## config.mk

```make
export PLATFORM = sky130hd
export DESIGN_NAME = keyseq_top
export DESIGN_NICKNAME = d
export VERILOG_FILES = /design/src/rtl/keyseq_pkg.sv /design/src/rtl/keyseq_hold.sv /design/src/rtl/keyseq_maskcmp.sv /design/src/rtl/keyseq_pcsel.sv /design/src/rtl/keyseq_top.sv
export SDC_FILE = /design/constraint.sdc
export NUM_CORES = 1
export LEC_CHECK = 0
export BUFFER_PORTS_ARGS = -buffer_cell sky130_fd_sc_hd__clkbuf_2
export CORE_MARGIN = 2
export CORE_UTILIZATION = 40
export CTS_CLUSTER_SIZE = 40
export DETAILED_ROUTE_END_ITERATION = 8
export PLACE_DENSITY = 0.65
export SLEW_MARGIN = 20
export SYNTH_ARGS = -nofsm -noshare
export SYNTH_HDL_FRONTEND = slang
export SYNTH_HIERARCHICAL = 1
export SYNTH_SLANG_ARGS = --single-unit
export TNS_END_PERCENT = 1
```

## constraint.sdc

```tcl
create_clock -name clk -period 1.75 [get_ports clk]
set_input_delay 0.35 -clock clk [delete_from_list [all_inputs] [get_ports clk]]
set_output_delay 0.35 -clock clk [all_outputs]
set_load 0.02 [all_outputs]
```

## src/rtl/keyseq_pkg.sv

```systemverilog
`timescale 1ns/1ps
package keyseq_pkg;

    localparam int KEY_W_DFLT   = 64;
    localparam int ENTRIES_DFLT = 12;

    // Which group of match lines is precharged for the next search
    typedef enum logic [1:0] {
        PC_NONE = 2'd0,   // no search this cycle
        PC_ALL  = 2'd1,   // no usable history: precharge every line
        PC_HIT  = 2'd2,   // same masked key: previously matched lines
        PC_MISS = 2'd3    // new masked key: previously missed lines
    } pc_mode_e;

    function automatic pc_mode_e pick_mode(input logic cur_v,
                                           input logic prv_v,
                                           input logic same);
        pc_mode_e m;
        if (!cur_v)      m = PC_NONE;
        else if (!prv_v) m = PC_ALL;
        else if (same)   m = PC_HIT;
        else             m = PC_MISS;
        return m;
    endfunction

endpackage

```

## src/rtl/keyseq_hold.sv

```systemverilog
`timescale 1ns/1ps
module keyseq_hold #(
    parameter int KEY_W = keyseq_pkg::KEY_W_DFLT
) (
    input  logic             clk,
    input  logic             rst,
    input  logic [KEY_W-1:0] key_in,
    input  logic             key_vld,
    output logic [KEY_W-1:0] cur_key,
    output logic             cur_vld,
    output logic [KEY_W-1:0] prv_key,
    output logic             prv_vld
);
    // The newest key lands in the current stage; the stage before it
    // shifts into the previous stage on every clock.
    always_ff @(posedge clk) begin
        if (rst) begin
            cur_key <= '0;
            cur_vld <= 1'b0;
            prv_key <= '0;
            prv_vld <= 1'b0;
        end else begin
            cur_key <= key_in;
            cur_vld <= key_vld;
            prv_key <= cur_key;
            prv_vld <= cur_vld;
        end
    end
endmodule

```

## src/rtl/keyseq_maskcmp.sv

```systemverilog
`timescale 1ns/1ps
module keyseq_maskcmp #(
    parameter int KEY_W = keyseq_pkg::KEY_W_DFLT
) (
    input  logic [KEY_W-1:0] key_a,
    input  logic [KEY_W-1:0] key_b,
    input  logic [KEY_W-1:0] col_mask,
    output logic             same
);
    logic [KEY_W-1:0] col_diff;

    // A column counts as a difference only when it is not excluded.
    for (genvar c = 0; c < KEY_W; c++) begin : g_col
        assign col_diff[c] = (key_a[c] ^ key_b[c]) & ~col_mask[c];
    end

    assign same = ~|col_diff;
endmodule

```

## src/rtl/keyseq_pcsel.sv

```systemverilog
`timescale 1ns/1ps
module keyseq_pcsel #(
    parameter int ENTRIES = keyseq_pkg::ENTRIES_DFLT
) (
    input  keyseq_pkg::pc_mode_e mode,
    input  logic [ENTRIES-1:0]   prev_match,
    output logic [ENTRIES-1:0]   pre_n
);
    import keyseq_pkg::*;

    for (genvar e = 0; e < ENTRIES; e++) begin : g_ent
        always_comb begin
            unique case (mode)
                PC_ALL:  pre_n[e] = 1'b0;
                PC_HIT:  pre_n[e] = ~prev_match[e];
                PC_MISS: pre_n[e] = prev_match[e];
                default: pre_n[e] = 1'b1;
            endcase
        end
    end
endmodule

```

## src/rtl/keyseq_top.sv

```systemverilog
`timescale 1ns/1ps
module keyseq_top #(
    parameter int KEY_W   = keyseq_pkg::KEY_W_DFLT,
    parameter int ENTRIES = keyseq_pkg::ENTRIES_DFLT
) (
    input  logic               clk,
    input  logic               rst,
    input  logic [KEY_W-1:0]   key_in,
    input  logic               key_vld,
    input  logic [KEY_W-1:0]   col_mask,
    input  logic [ENTRIES-1:0] prev_match,
    output logic               same_key,
    output logic [ENTRIES-1:0] pre_n,
    output logic [KEY_W-1:0]   sl_key,
    output logic               sl_vld
);
    import keyseq_pkg::*;

    logic [KEY_W-1:0]   cur_key, prv_key;
    logic               cur_vld, prv_vld;
    logic               keys_eq;
    pc_mode_e           mode;
    logic [ENTRIES-1:0] pre_n_d;

    keyseq_hold #(.KEY_W(KEY_W)) u_hold (
        .clk     (clk),
        .rst     (rst),
        .key_in  (key_in),
        .key_vld (key_vld),
        .cur_key (cur_key),
        .cur_vld (cur_vld),
        .prv_key (prv_key),
        .prv_vld (prv_vld)
    );

    keyseq_maskcmp #(.KEY_W(KEY_W)) u_cmp (
        .key_a    (cur_key),
        .key_b    (prv_key),
        .col_mask (col_mask),
        .same     (keys_eq)
    );

    assign mode = pick_mode(cur_vld, prv_vld, keys_eq);

    keyseq_pcsel #(.ENTRIES(ENTRIES)) u_sel (
        .mode       (mode),
        .prev_match (prev_match),
        .pre_n      (pre_n_d)
    );

    // Output stage feeding the search-line driver and precharge drivers
    always_ff @(posedge clk) begin
        if (rst) begin
            same_key <= 1'b0;
            pre_n    <= '1;
            sl_key   <= '0;
            sl_vld   <= 1'b0;
        end else begin
            same_key <= (mode == PC_HIT);
            pre_n    <= pre_n_d;
            sl_key   <= cur_key;
            sl_vld   <= cur_vld;
        end
    end
endmodule

```

==> results.json, run 1 <==
{
  "postCtsHoldBufs": 0,
  "routed_wl_mm": 15.0,
  "swShare_pct": 21.6,
  "num_antenna_cells": 0,
  "place_hpwl_mm": 11.0,
  "track_usage_pct": 16.5,
  "min_period_ns": 2.15,
  "coreArea_um2": 16000,
  "synth_top_area_cell": "dfxtp_1",
  "hold_viol": 0,
  "synth_area_um2": 6610,
  "ir_drop_mv": 0.611,
  "wl_per_cell_um": 14.1,
  "clkPwrFrac_pct": 43.7,
  "worstSetupPathType": "reg -> reg",
  "pwr_density_cell_nw_per_um2": 1170,
  "insertion_delay_ns": 0.49,
  "worst_path_largest_cell_delay_ns": 0.36,
  "place_area_um2": 8190,
  "worst_slack_ns": -0.405,
  "fin_hold_ws_ns": 0.0672,
  "htreeDepth": 1,
  "finalPower_w": 0.0107,
  "power_switching_w": 0.00231,
  "clkTransAtPathRegs_ns": 0.06,
  "ctsLongestPathBuffers": 3,
  "cp.required_ns": 2.12,
  "p_seq_share_pct": 47.5,
  "post_synth.cell_area_avg_um2": 11.5,
  "synth.top_cell.area_share_pct": 63.0,
  "vias": 4584,
  "die_x_um": 133,
  "synthDistinctLibCells": 16,
  "ys_seq_area_share_pct": 63.0,
  "failed_checks": "negative setup slack",
  "gr-total-overflow": 0,
  "numCtsBuffers": 22,
  "synthTopCellsByArea": "dfxtp_1 63%, nor2b_1 18%, xnor2_1 8.5%, o22ai_1 3.0%, xor2_1 1.6%",
  "critPathMaxFanout": 6,
  "end_kind": "flip-flop",
  "r2r-end": "pre_n[6]",
  "worst_pin_slew_ns": 0.434,
  "p_leak_nw": 3.90,
  "dieArea_um2": 17600,
  "antenna_found_initial": 0,
  "cp_slowest_cell": "nor4_4",
  "yosys_register_bits": 208,
  "crit_end": "pre_n[6]",
  "yosys_warnings": 6,
  "rows": 46,
  "postLayoutCoreUtil_pct": 56.9,
  "drt_first_pass_iters": 4,
  "vias_per_cell": 4.31,
  "maxCapViolations": 0,
  "maxSlewViolCount": 0,
  "critPathLaunch": "u_hold/prv_key[31]",
  "max-slew-margin-rel_pct": 71.1,
  "cts_root_buffer": "clkbuf_16",
  "drt_iter0_drc": 82,
  "io-pin-count": 221,
  "finish.instance_area_um2": 9100,
  "syn_inst": 573,
  "layout.area.seq_um2": 4180,
  "reg2reg_setup_slack_ns": -0.40,
  "initial_core_util_pct": 41.3,
  "drcViolationCount": 0,
  "synth.net_count": 716,
  "cp-start-kind": "flip-flop",
  "nets": 976,
  "skew_ns": 0.00611,
  "cts.sinks": 208,
  "hold_class": "in -> reg",
  "cts_tree": "done",
  "die_y_um": 133,
  "p_int_w": 0.00836,
  "grt_start_max_net_pins": 46,
  "setup_viol": 13,
  "fillers": 1396,
  "p_comb_share_pct": 8.8,
  "arrival_ns": 2.53,
  "grt_pass1_vias": 4913,
  "postRouteAntennaNets": 0,
  "crit_chain": "xnor2_2 -> o22ai_2 -> nor4_4 -> nand4_1 -> nor2_4 -> a21boi_4 -> xor2_1 -> or2_1",
  "gp_congestion": 0.799,
  "multi_input_area_um2": 2460,
  "drive_above_1_share_pct": 38.1,
  "finalCritPeriodShare_pct": 123,
  "rr_worst_depth": 8,
  "grt_pass1_wl_mm": 23.5,
  "rr_startpoint": "u_hold/prv_key[31]",
  "fmax_mhz": 464,
  "port_buffers": 220,
  "rsz0062_at_grt": "yes",
  "area_delta_synth_final_pct": 37.6,
  "status": "finished with violations"
}
-- timing repair --
action	4_1_cts	5_1_grt
buffers inserted	0	0
endpoints found under the setup margin	13	13
pin swaps	7	10
endpoints found under the hold margin	0	0
resized for setup	14	15
gates cloned	0	1
-- cell usage after synthesis --
library cell	count
buf_6	4
nand2_1	12
a21boi_0	1
xnor2_1	64
nand4_1	2
nor2_1	1
xor2_1	12
and4b_1	1
nor4_1	8
nor2b_1	195
or2_1	12
buf_2	18
and2_1	1
buf_4	2
dfxtp_1	208
o22ai_1	32
-- cells by family after synthesis --
kind of cell	synth area share, %
buffers and inverters	2.27
DFF	63.0
xor gates and xnor gates	10.1
AOI/OAI and AO/OA	3.14
and+or+nand+nor	21.5
-- sequential cells by signal, indices dropped and copies added (netlist names) --
register / count
sl_key: 64
u_hold/cur_key: 64
u_hold/prv_key: 64
pre_n: 12
same_key: 1
sl_vld: 1
u_hold/cur_vld: 1
u_hold/prv_vld: 1
-- cell usage in the layout (no fill, tap or decap), drive strengths merged --
| cell type | n |
|---|---|
| nor2b | 195 |
| nand2 | 12 |
| bufinv | 2 |
| clkinv | 2 |
| clkbuf | 253 |
| nand4 | 2 |
| and4b | 1 |
| or2 | 12 |
| xnor2 | 64 |
| and2 | 1 |
| nor2 | 1 |
| nor4 | 8 |
| a21boi | 2 |
| o22ai | 32 |
| xor2 | 12 |
| dfxtp | 208 |
| buf | 40 |
-- metal layers --
layer | up-vias | GRT usage (%) | share of wire, %
met2 | 161 | 29.0 | 48
met4 | 0 | 4.42 | 1.6
met5 | - | 0 | 0
met3 | 27 | 5.94 | 8.3
met1 | 2069 | 19.0 | 42
li1 | 2327 | - | -
-- area by class of cell --
type                    instances  area share (%)
flip-flops and latches        208            46.0
multi-input cells             342            27.0
repair buffers                259            15.9
clock buffers                  34            7.33
well taps                     216            2.97
clock inverters                 4           0.770
-- worst min-delay path by stage --
stage,cells past startpoint,endpoint,slack (ns),startpoint
floorplan,1,sl_key[21],0.45,u_hold/cur_key[21]
detailed placement,1,u_hold/prv_key[49],0.47,u_hold/cur_key[49]
finish,2,u_hold/cur_key[20],0.07,key_in[20]
global route,2,u_hold/cur_key[57],0.06,key_in[57]
CTS,2,u_hold/cur_key[20],0.05,key_in[20]
global placement,1,u_hold/prv_key[49],0.47,u_hold/cur_key[49]
-- critical path, delay by kind of cell (launching register included) --
family           cells  cell delay [ns]
XOR/XNOR             2             0.35
flip-flops           1             0.32
AO/OA/AOI/OAI        2             0.28
AND/OR/NAND/NOR      4             1.08
-- per-stage QoR --
stage	setup slack (ns)	cells	TNS [ns]
finish	-0.405	1063	-4.52
global route	-0.502	1063	-5.96
CTS	-0.442	1062	-4.99
detailed placement	-0.745	1024	-8.84
global placement	-0.670	1024	-8.14
floorplan	0.0161	573	0
-- power by group through the flow --
| stage | clock (W) | sequential, W | combinational (W) |
|---|---|---|---|
| after floorplan | 0 | 0.00524 | 0.000400 |
| after global placement | 0 | 0.00516 | 0.000891 |
| after detailed placement | 0 | 0.00516 | 0.000903 |
| after CTS | 0.00477 | 0.00506 | 0.000935 |
| after global routing | 0.00500 | 0.00509 | 0.00103 |
| final | 0.00466 | 0.00507 | 0.000944 |
No activity file was read; power rests on OpenSTA's default activity.
==> inputs of run 2 (changes only) <==
--- a/config.mk
+++ b/config.mk
@@ -10,7 +10,7 @@
 export CORE_UTILIZATION = 40
 export CTS_CLUSTER_SIZE = 40
 export DETAILED_ROUTE_END_ITERATION = 8
-export PLACE_DENSITY = 0.65
+export PLACE_DENSITY_LB_ADDON = 0.1
 export SLEW_MARGIN = 20
 export SYNTH_ARGS = -nofsm -noshare
 export SYNTH_HDL_FRONTEND = slang
==> run 2 against run 1 <==
  * The run still ends with negative setup slack left
  * Setup slack better by 0.042 ns
  * Cell count about the same
  * Routed wire length up 0.17%
  * Critical endpoint is now pre_n[4]
==> results.json, run 2 (synthesis gave the netlist of run 1 again) <==
{
  "gr-total-overflow": 0,
  "ctsLongestPathBuffers": 3,
  "hold_viol": 0,
  "clkPwrFrac_pct": 43.3,
  "antenna_found_initial": 0,
  "final_cell_mix": "219 x clkbuf_2, 195 x nor2b_1, 185 x dfxtp_1",
  "clkTransAtPathRegs_ns": 0.06,
  "reg.largest.list": "sl_key (64), u_hold/cur_key (64), u_hold/prv_key (64)",
  "p_leak_nw": 3.93,
  "maxSlewViolCount": 0,
  "worst_slack_ns": -0.363,
  "place_hpwl_mm": 11.1,
  "worst_pin_slew_ns": 0.426,
  "critPathMaxFanout": 6,
  "fin_hold_ws_ns": 0.0628,
  "arrival_ns": 2.49,
  "cts_tree": "done",
  "dieArea_um2": 17600,
  "track_usage_pct": 17.1,
  "die_x_um": 133,
  "p_int_w": 0.00830,
  "skew_ns": 0.00839,
  "routed_wl_mm": 15.0,
  "max-slew-margin-rel_pct": 71.6,
  "cp-start-kind": "flip-flop",
  "die_y_um": 133,
  "rsz0062_at_grt": "yes",
  "cts_root_buffer": "clkbuf_16",
  "finalNonFillerCells": 1064,
  "initial_core_util_pct": 41.3,
  "cp_slowest_cell": "dfxtp_1",
  "p_comb_share_pct": 9.0,
  "coreArea_um2": 16000,
  "vias": 4583,
  "htreeDepth": 1,
  "insertion_delay_ns": 0.49,
  "grt_pass1_wl_mm": 24.0,
  "failed_checks": "negative setup slack",
  "rows": 46,
  "numCtsBuffers": 23,
  "setup_viol": 12,
  "worst_path_largest_cell_delay_ns": 0.32,
  "num_antenna_cells": 0,
  "drcViolationCount": 0,
  "drt_first_pass_iters": 4,
  "swShare_pct": 22.0,
  "fillers": 1472,
  "postRouteAntennaNets": 0,
  "cp.required_ns": 2.12,
  "fmax_mhz": 473,
  "area_delta_synth_final_pct": 39.0,
  "power_switching_w": 0.00234,
  "final_common_cell": "clkbuf_2",
  "gp_congestion": 0.739,
  "maxCapViolations": 0,
  "min_period_ns": 2.11,
  "grt_start_max_net_pins": 52,
  "wl_per_cell_um": 14.1,
  "drt_iter0_drc": 113,
  "dpl.cell_count": 1022,
  "end_kind": "flip-flop",
  "io-pin-count": 221,
  "finalPower_w": 0.0106,
  "crit_buf_inv": 0,
  "cp_top_family": "simple AND/OR/NAND/NOR gates",
  "p_seq_share_pct": 47.7,
  "nets": 975,
  "crit_chain": "xnor2_1 -> o22ai_2 -> nor4_4 -> nand4_1 -> nor2_4 -> a21boi_4 -> xor2_1 -> or2_1",
  "cts.sinks": 208,
  "finalCritPeriodShare_pct": 121,
  "ir_drop_mv": 0.699,
  "drive_above_1_share_pct": 40.4,
  "status": "finished with violations",
  "hold_class": "in -> reg",
  "worstSetupPathType": "reg -> reg",
  "pwr_density_cell_nw_per_um2": 1160,
  "vias_per_cell": 4.31,
  "grt_pass1_vias": 4771,
  "port_buffers": 220
}
## run 2: changes by cell type in the layout (fill, tap and decap cells not counted), sizes merged
cell	before	now
clkbuf	253	255
bufinv	2	1
inv	0	1
clkinv	2	3
buf	40	38
## run 2: metal layers
layer / vias up / GRT usage [%] / share of wire (%)
li1: 2328 / - / -
met1: 2068 / 20.6 / 43
met2: 163 / 29.0 / 47
met3: 24 / 5.71 / 8.2
met4: 0 / 5.14 / 1.8
met5: - / 0 / 0
## run 2: final timing paths
check / startpoint / end / slack [ns] / cells after the start
worst max register to register: u_hold/cur_key[57] / pre_n[4] / -0.36 / 8
worst max-delay path: u_hold/cur_key[57] / pre_n[4] / -0.36 / 8
worst min register to register: u_hold/cur_key[9] / sl_key[9] / 0.48 / 1
worst min-delay path: key_in[14] / u_hold/cur_key[14] / 0.06 / 2
## run 2: final cells by class
| class | count | area [µm²] | area share (%) |
|---|---|---|---|
| Clock buffer | 36 | 684 | 7.45 |
| Sequential cell | 208 | 4190 | 45.6 |
| Tap cell | 216 | 270 | 2.94 |
| Timing Repair Buffer | 257 | 1440 | 15.6 |
| Multi-Input combinational cell | 342 | 2550 | 27.8 |
| Clock inverter | 5 | 53.8 | 0.586 |
## run 2: timing repair
item	4_1_cts	5_1_grt
pin swaps	22	9
cloned	1	0
hold buffers	0	0
buffers inserted	1	0
gates resized for setup	36	15
endpoints found under the setup margin	13	13
endpoints found under the hold margin	0	0
## run 2: power groups by stage
stage,logic [W],clock network (W),registers (W)
after floorplan,0.000400,0,0.00524
after global placement,0.000890,0,0.00516
after detailed placement,0.000899,0,0.00517
after CTS,0.000958,0.00473,0.00508
after global routing,0.00104,0.00495,0.00510
final,0.000955,0.00461,0.00508
## run 2: worst register-to-register path, delay by kind of cell, from the launching register on
family / cells / cell delay [ns]
AOI/OAI and AO/OA: 2 / 0.27
DFF: 1 / 0.32
xor gates and xnor gates: 2 / 0.35
and+or+nand+nor: 4 / 1.05
## run 2: stage by stage
step                      setup TNS [ns]  cell area (µm²)  utilization, %  worst slack [ns]
after CTS                          -4.48             9120            57.0            -0.403
after detailed placement           -8.48             8180            51.1            -0.710
final                              -3.95             9190            57.4            -0.363
after global routing               -5.90             9190            57.4            -0.506
after global placement             -7.51             8180            51.1            -0.624
after floorplan                        0             6620               -            0.0161
